===== config.mk =====
export PLATFORM = sky130hd
export DESIGN_NAME = fsl_lock_steer
export DESIGN_NICKNAME = d
export VERILOG_FILES = /design/src/rtl/fsl_pkg.sv /design/src/rtl/fsl_edge_order.sv /design/src/rtl/fsl_charge_window.sv /design/src/rtl/fsl_steer_drive.sv /design/src/rtl/fsl_lock_steer.sv
export SDC_FILE = /design/constraint.sdc
export NUM_CORES = 1
export LEC_CHECK = 0
export ABC_AREA = 1
export ABC_CLOCK_PERIOD_IN_PS = 1680
export BUFFER_PORTS_ARGS = -buffer_cell sky130_fd_sc_hd__buf_2
export CORE_AREA = 2 2 39 41
export DETAILED_ROUTE_END_ITERATION = 7
export DIE_AREA = 0 0 41 43
export PLACE_DENSITY = 0.44
export SLEW_MARGIN = 10
export SYNTH_ARGS = -nofsm -noshare
export SYNTH_HDL_FRONTEND = slang
export SYNTH_SLANG_ARGS = --single-unit

===== constraint.sdc =====
create_clock -name clk -period 1.68 [get_ports clk]
set_input_delay 0.084 -clock clk [delete_from_list [all_inputs] [get_ports clk]]
set_output_delay 0.084 -clock clk [all_outputs]
set_load 0.01 [all_outputs]

===== src/rtl/fsl_pkg.sv =====
package fsl_pkg;
  typedef enum logic [1:0] {LAST_NONE = 2'd0, LAST_REF = 2'd1, LAST_FB = 2'd2} last_e;
  typedef enum logic [1:0] {STEER_IDLE = 2'd0, STEER_UP = 2'd1, STEER_DOWN = 2'd2} steer_e;

  // Pulse decision from the previous event and the current strobes.
  function automatic steer_e steer_decide(last_e prev, logic r, logic v);
    steer_e d;
    d = STEER_IDLE;
    if (r && !v && prev == LAST_REF) d = STEER_UP;
    if (v && !r && prev == LAST_FB)  d = STEER_DOWN;
    return d;
  endfunction

  // History update: a coincident pair erases the order.
  function automatic last_e last_update(last_e prev, logic r, logic v);
    last_e n;
    n = prev;
    if (r && v)      n = LAST_NONE;
    else if (r)      n = LAST_REF;
    else if (v)      n = LAST_FB;
    return n;
  endfunction
endpackage


===== src/rtl/fsl_edge_order.sv =====
module fsl_edge_order
  import fsl_pkg::*;
(
  input  logic   clk,
  input  logic   rst,
  input  logic   ref_stb,
  input  logic   fb_stb,
  output steer_e decision
);
  last_e last_q;

  always_ff @(posedge clk) begin
    if (rst) last_q <= LAST_NONE;
    else     last_q <= last_update(last_q, ref_stb, fb_stb);
  end

  assign decision = rst ? STEER_IDLE : steer_decide(last_q, ref_stb, fb_stb);
endmodule


===== src/rtl/fsl_charge_window.sv =====
module fsl_charge_window (
  input  logic clk,
  input  logic rst,
  input  logic ref_stb,
  input  logic fb_stb,
  output logic charge
);
  always_ff @(posedge clk) begin
    if (rst || fb_stb) charge <= 1'b0;
    else if (ref_stb)  charge <= 1'b1;
  end
endmodule


===== src/rtl/fsl_steer_drive.sv =====
module fsl_steer_drive
  import fsl_pkg::*;
(
  input  logic   clk,
  input  logic   rst,
  input  steer_e decision,
  output logic   steer_oe,
  output logic   steer_level,
  output logic   lock
);
  always_ff @(posedge clk) begin
    if (rst) begin
      steer_oe    <= 1'b0;
      steer_level <= 1'b0;
      lock        <= 1'b1;
    end else begin
      steer_oe    <= (decision != STEER_IDLE);
      steer_level <= (decision == STEER_UP);
      lock        <= (decision == STEER_IDLE);
    end
  end
endmodule


===== src/rtl/fsl_lock_steer.sv =====
module fsl_lock_steer
  import fsl_pkg::*;
(
  input  logic clk,
  input  logic rst,
  input  logic ref_stb,
  input  logic fb_stb,
  output logic charge,
  output logic steer_oe,
  output logic steer_level,
  output logic lock
);
  steer_e decision;
  logic   up_evt;
  logic   down_evt;

  fsl_edge_order u_order (
    .clk(clk), .rst(rst), .ref_stb(ref_stb), .fb_stb(fb_stb), .decision(decision)
  );

  fsl_charge_window u_charge (
    .clk(clk), .rst(rst), .ref_stb(ref_stb), .fb_stb(fb_stb), .charge(charge)
  );

  fsl_steer_drive u_drive (
    .clk(clk), .rst(rst), .decision(decision),
    .steer_oe(steer_oe), .steer_level(steer_level), .lock(lock)
  );

  assign up_evt   = (decision == STEER_UP);
  assign down_evt = (decision == STEER_DOWN);
endmodule


==> Yosys cells after proc, flatten, opt, wreduce, memory -nomap -nowiden <==
Cells that the tools add are included.
{ "word_totals": {"regBits": 6, "latch_bits": 0, "ramBits": 0, "mem_bits_ro": 0, "memories": 0} }
{ "op_classes": {"addsub": 0, "multipliers": 0, "n_div": 0, "order_cmp": 0, "eq_ne": 3, "shifts": 0, "mux": 5, "n_bitwise": 0, "reduce_logical": 13} }
{ "op_table": {"columns": ["cell", "count"], "rows": [
  ["$logic_and A1 B1 Y1", 5],
  ["$eq A2 B1 Y1 const B", 2],
  ["$mux W2", 2],
  ["$reduce_bool A2 Y1", 2],
  ["$mux W1", 3],
  ["$reduce_or A3 Y1", 1],
  ["$eq A2 B2 Y1 const B", 1],
  ["$logic_not A1 Y1", 2],
  ["$logic_not A2 Y1", 1],
  ["$reduce_or A2 Y1", 1],
  ["$logic_or A1 B1 Y1", 1]
]} }

==> Logic depth before layout (Yosys ltp) <==
{ "depth": {"word_depth": 7, "ltp_mapped": 4, "mapped_depth_nobuf": 4} }

==> Modules after synthesis <==
Synthesis repeated with hierarchy kept, for this count alone.
{ "unflattened": {"hier_cells": 33, "hier_area_um2": 230.2} }
{ "by_module_without_submodules": {"columns": ["mod", "instances", "cells_each", "area_each_um2"], "rows": [
  ["fsl_edge_order", 1, 18, 102.6],
  ["fsl_steer_drive", 1, 9, 88.8],
  ["fsl_charge_window", 1, 6, 38.8]
]} }

==> Least setup slack after synthesis <==
No wires, ideal clock.
{ "synth_timing": {"path_type": "register to register", "from": "reg u_order.last_q[0]", "to": "reg u_drive.lock", "arrival_ps": 572, "t_required_ps": 1567, "path_slack_ps": 995, "path_stages_with_launch": 5, "path_buffers": 0, "period_less_slack_ps": 685, "path_cell_list": "dfxtp_1 > nor2_2 > nand2_1 > nor2_1 > nor2_1"} }
{ "synth_between": {"elab_chain_cells": 6} }
{ "synth_rtl": {"columns": ["item", "line", "text"], "rows": [
  ["from (decl)", "fsl_edge_order.sv:10", "last_e last_q;"],
  ["from (signal assigned)", "fsl_edge_order.sv:14", "else last_q <= last_update(last_q, ref_stb, fb_stb);"],
  ["$eq A2 B1 Y1", "fsl_pkg.sv:9", "if (r && !v && prev == LAST_REF) d = STEER_UP;"],
  ["$logic_and A1 B1 Y1", "fsl_pkg.sv:9", null],
  ["$mux W1", "fsl_pkg.sv:9", null],
  ["$mux W2 (*)", "fsl_pkg.sv:10", "if (v && !r && prev == LAST_FB) d = STEER_DOWN;"],
  ["$mux W2 (*)", "fsl_edge_order.sv:17", "assign decision = rst ? STEER_IDLE : steer_decide(last_q, ref_stb, fb_stb);"],
  ["$logic_not A2 Y1 (*)", "fsl_steer_drive.sv:19", "lock <= (decision == STEER_IDLE);"],
  ["to (signal assigned)", "fsl_steer_drive.sv:19", null],
  ["to (decl)", "fsl_steer_drive.sv:9", "output logic lock"]
]} }
Mark *: on every way between the ends. The rest lies on a longest branch, timed or not.
A chain may end at the register's enable or synchronous reset.

==> Worst setup path after layout <==
{ "layout_timing": {"from": "reg u_charge.charge", "to": "out charge"} }
{ "layout_lines": {"columns": ["item", "line", "text"], "rows": [
  ["from (decl)", "fsl_charge_window.sv:6", "output logic charge"],
  ["from (signal assigned)", "fsl_charge_window.sv:9", "if (rst || fb_stb) charge <= 1'b0;"],
  ["from (signal assigned)", "fsl_charge_window.sv:10", "else if (ref_stb) charge <= 1'b1;"],
  ["to (decl)", "fsl_lock_steer.sv:8", "output logic charge,"]
]} }
No word-level cell between the ends.

==> impl_results.md <==
- Crit path cell chain: buf_2
- Fraction of layout cells with a size suffix above 1: between 30% and 40%
- Max Cap Viol: 0
- Max rail drop VDD: roughly 340 uV
- Clk buf depth: 2
- Status: complete, no violations
- Die area: ~1800 sq um
- Top post-synthesis cells by count: dfxtp_1 (6), nor2_1 (6), nand2_1 (5)
- Routed wire length: 385 microns
- Gate Count Post-Synth: 26
- Clock Sink Count: 6
- CTS buffer count: 3
- Hold Buf Count CTS: 0
- Startpoint Class: register
- Async S/R FF share, synth: 0%
- Crit-path slowest cell: dfxtp_1
- Pin count of the biggest net entering global routing: 6
- Syn nets: 30
- Post-route ant nets: 0
- CTS root buffer: clkbuf_4
- Area of the multi-input gates: 76.3 sq um
- Sequential cell area fraction in the yosys report: just under 60%
- DRC violations left: 0
- Total GRT Usage: under 10%
- Clk_lat worst skew: 240 ps
- Net count, final: between 40 and 50
- Leak Pwr: 0.136 nW
- Post-CTS Resized: 0
- Setup bufs post-CTS: 0
- Die H: approximately 43 microns
- Final setup violation count: 0
- CTS tree: yes
- Area contributors post-synth: dfxtp_1 (58%), nor2_1 (11%), nand2_1 (9.0%)
- Highest clock rate: between 1000 and 1500 MHz
- Clk_skew: ~0.27 ps
- Cell variety after synth: 9
- Worst hold margin: between 20 and 30 ps
- WS Path Type: reg2out
- Initial antenna violation count: 0
- WL per Instance: ~7.4 microns
- Avg Cell Area, Syn: between 7 and 8 sq um
- Initial DRC count: 8
- Yosys Warn Count: 0
- Synth area leader: dfxtp_1
- Core area: 1380 sq um
- Row Count: 14
- Boundary pin count: 8
- Tightest Hold Check Type: in2reg
- Synth Cell Area: slightly above 200 sq um
- Die span in x: slightly above 40 microns
- EDFF count, synth: 0
- Crit path DAT: between 600 and 700 ps
- CP top delay family: flip-flops
- Initial Util: ~15%
- Total gr overflow: 0
- RSZ-0062 raised after global routing: false
- Slew at the pin closest to its max-slew limit: about 160 ps
- Largest stage delay on the critical path: 320 ps
- Cell Pwr Density: 1050 nW/um^2
- N_diodes: 0
- Register area: 120 sq um
- Final-layout fill cell count: between 150 and 200
- Overall power: ~0.3 mW
- Setup TNS: 0 ps
- Final Hold Vio Count: 0
- First-pass iteration count of the detailed router: 4
- HPWL after DPL: 321 microns
- Worst-path fanout max: 2
- Final core utilization: around a fifth
- Final period util: roughly 46%
- Nature of the critical path endpoint: output pin
- Via count: about 200
- Max_slew headroom: between 80% and 90%
- First-pass GRT wire length: roughly 700 microns
- Register bit count reported by yosys: 6
- Clock transition at path regs: ~40 ps
- Vias in the first global route: roughly 180
- RePlAce Congestion: between 0.7 and 0.8
- CP required: around 1600 ps
- H-Tree Level Count: 1
- WP buf/inv: 1
- Count of pins over their slew limit: 0
- Area Overhead vs Synth: 37.3%
- Dominant synthesized flop cell: dfxtp_1
- Tmin final: 774 ps
- Number of I/O port buffers: 7
- Synth top area share: between 50% and 60%
- Vias per inst: around 3.8
-- area by class of cell --
class	count	area share, %
Timing Repair Buffer	7	12.3
Sequential cell	6	42.1
Inverter	3	3.95
Multi-Input combinational cell	17	26.8
Tap cell	16	7.02
Clock buffer	3	7.89
-- path summary, 6_finish.rpt --
path	startpoint	end	slack [ps]	cells after the start
setup / recovery	u_charge.charge	charge	910	1
hold / removal	rst	u_order.last_q[1]	30	2
setup reg to reg	u_order.last_q[0]	u_drive.lock	930	4
hold reg to reg	u_charge.charge	u_charge.charge	500	2
-- stage by stage --
| stage | instance area [sq um] | setup slack [ps] | cells |
|---|---|---|---|
| floorplan | 208 | 995 | 26 |
| global placement | 263 | 949 | 49 |
| detailed placement | 263 | 938 | 49 |
| CTS | 285 | 890 | 52 |
| global route | 285 | 863 | 52 |
| finish | 285 | 906 | 52 |
-- state kept, by name (all words and copies together), names as in the netlist --
signal	count
u_order.last_q	2
u_charge.charge	1
u_drive.lock	1
u_drive.steer_level	1
u_drive.steer_oe	1
-- cell usage in the layout, fill, tap and decap left out --
cell type / n
nor3_1: 1
dfxtp_1: 6
nor2_1: 6
clkbuf_4: 3
buf_2: 7
nand4_1: 2
inv_1: 2
nand2_1: 5
nor2_2: 2
inv_2: 1
nand3_1: 1
-- report_power, final --
| group | switching (mW) | total (mW) | internal (mW) | leakage [nW] |
|---|---|---|---|---|
| Clock | 0.0458 | 0.126 | 0.0804 | 0.0138 |
| Combinational | 0.0139 | 0.0226 | 0.00868 | 0.0735 |
| Sequential | 0.00275 | 0.151 | 0.148 | 0.0490 |
-- per-layer routing --
| metal | part of all wire (%) | global-route usage (%) |
|---|---|---|
| met5 | 0 | 0 |
| met4 | 0 | 2.00 |
| met3 | 15 | 9.42 |
| met2 | 48 | 7.50 |
| met1 | 37 | 6.80 |
-- cells by family after synthesis --
logic type / synth area share, %
AND/OR/NAND/NOR: 36.7
flip-flops: 57.8
buffers and inverters: 5.42
Power figures use the tool's default switching activity.
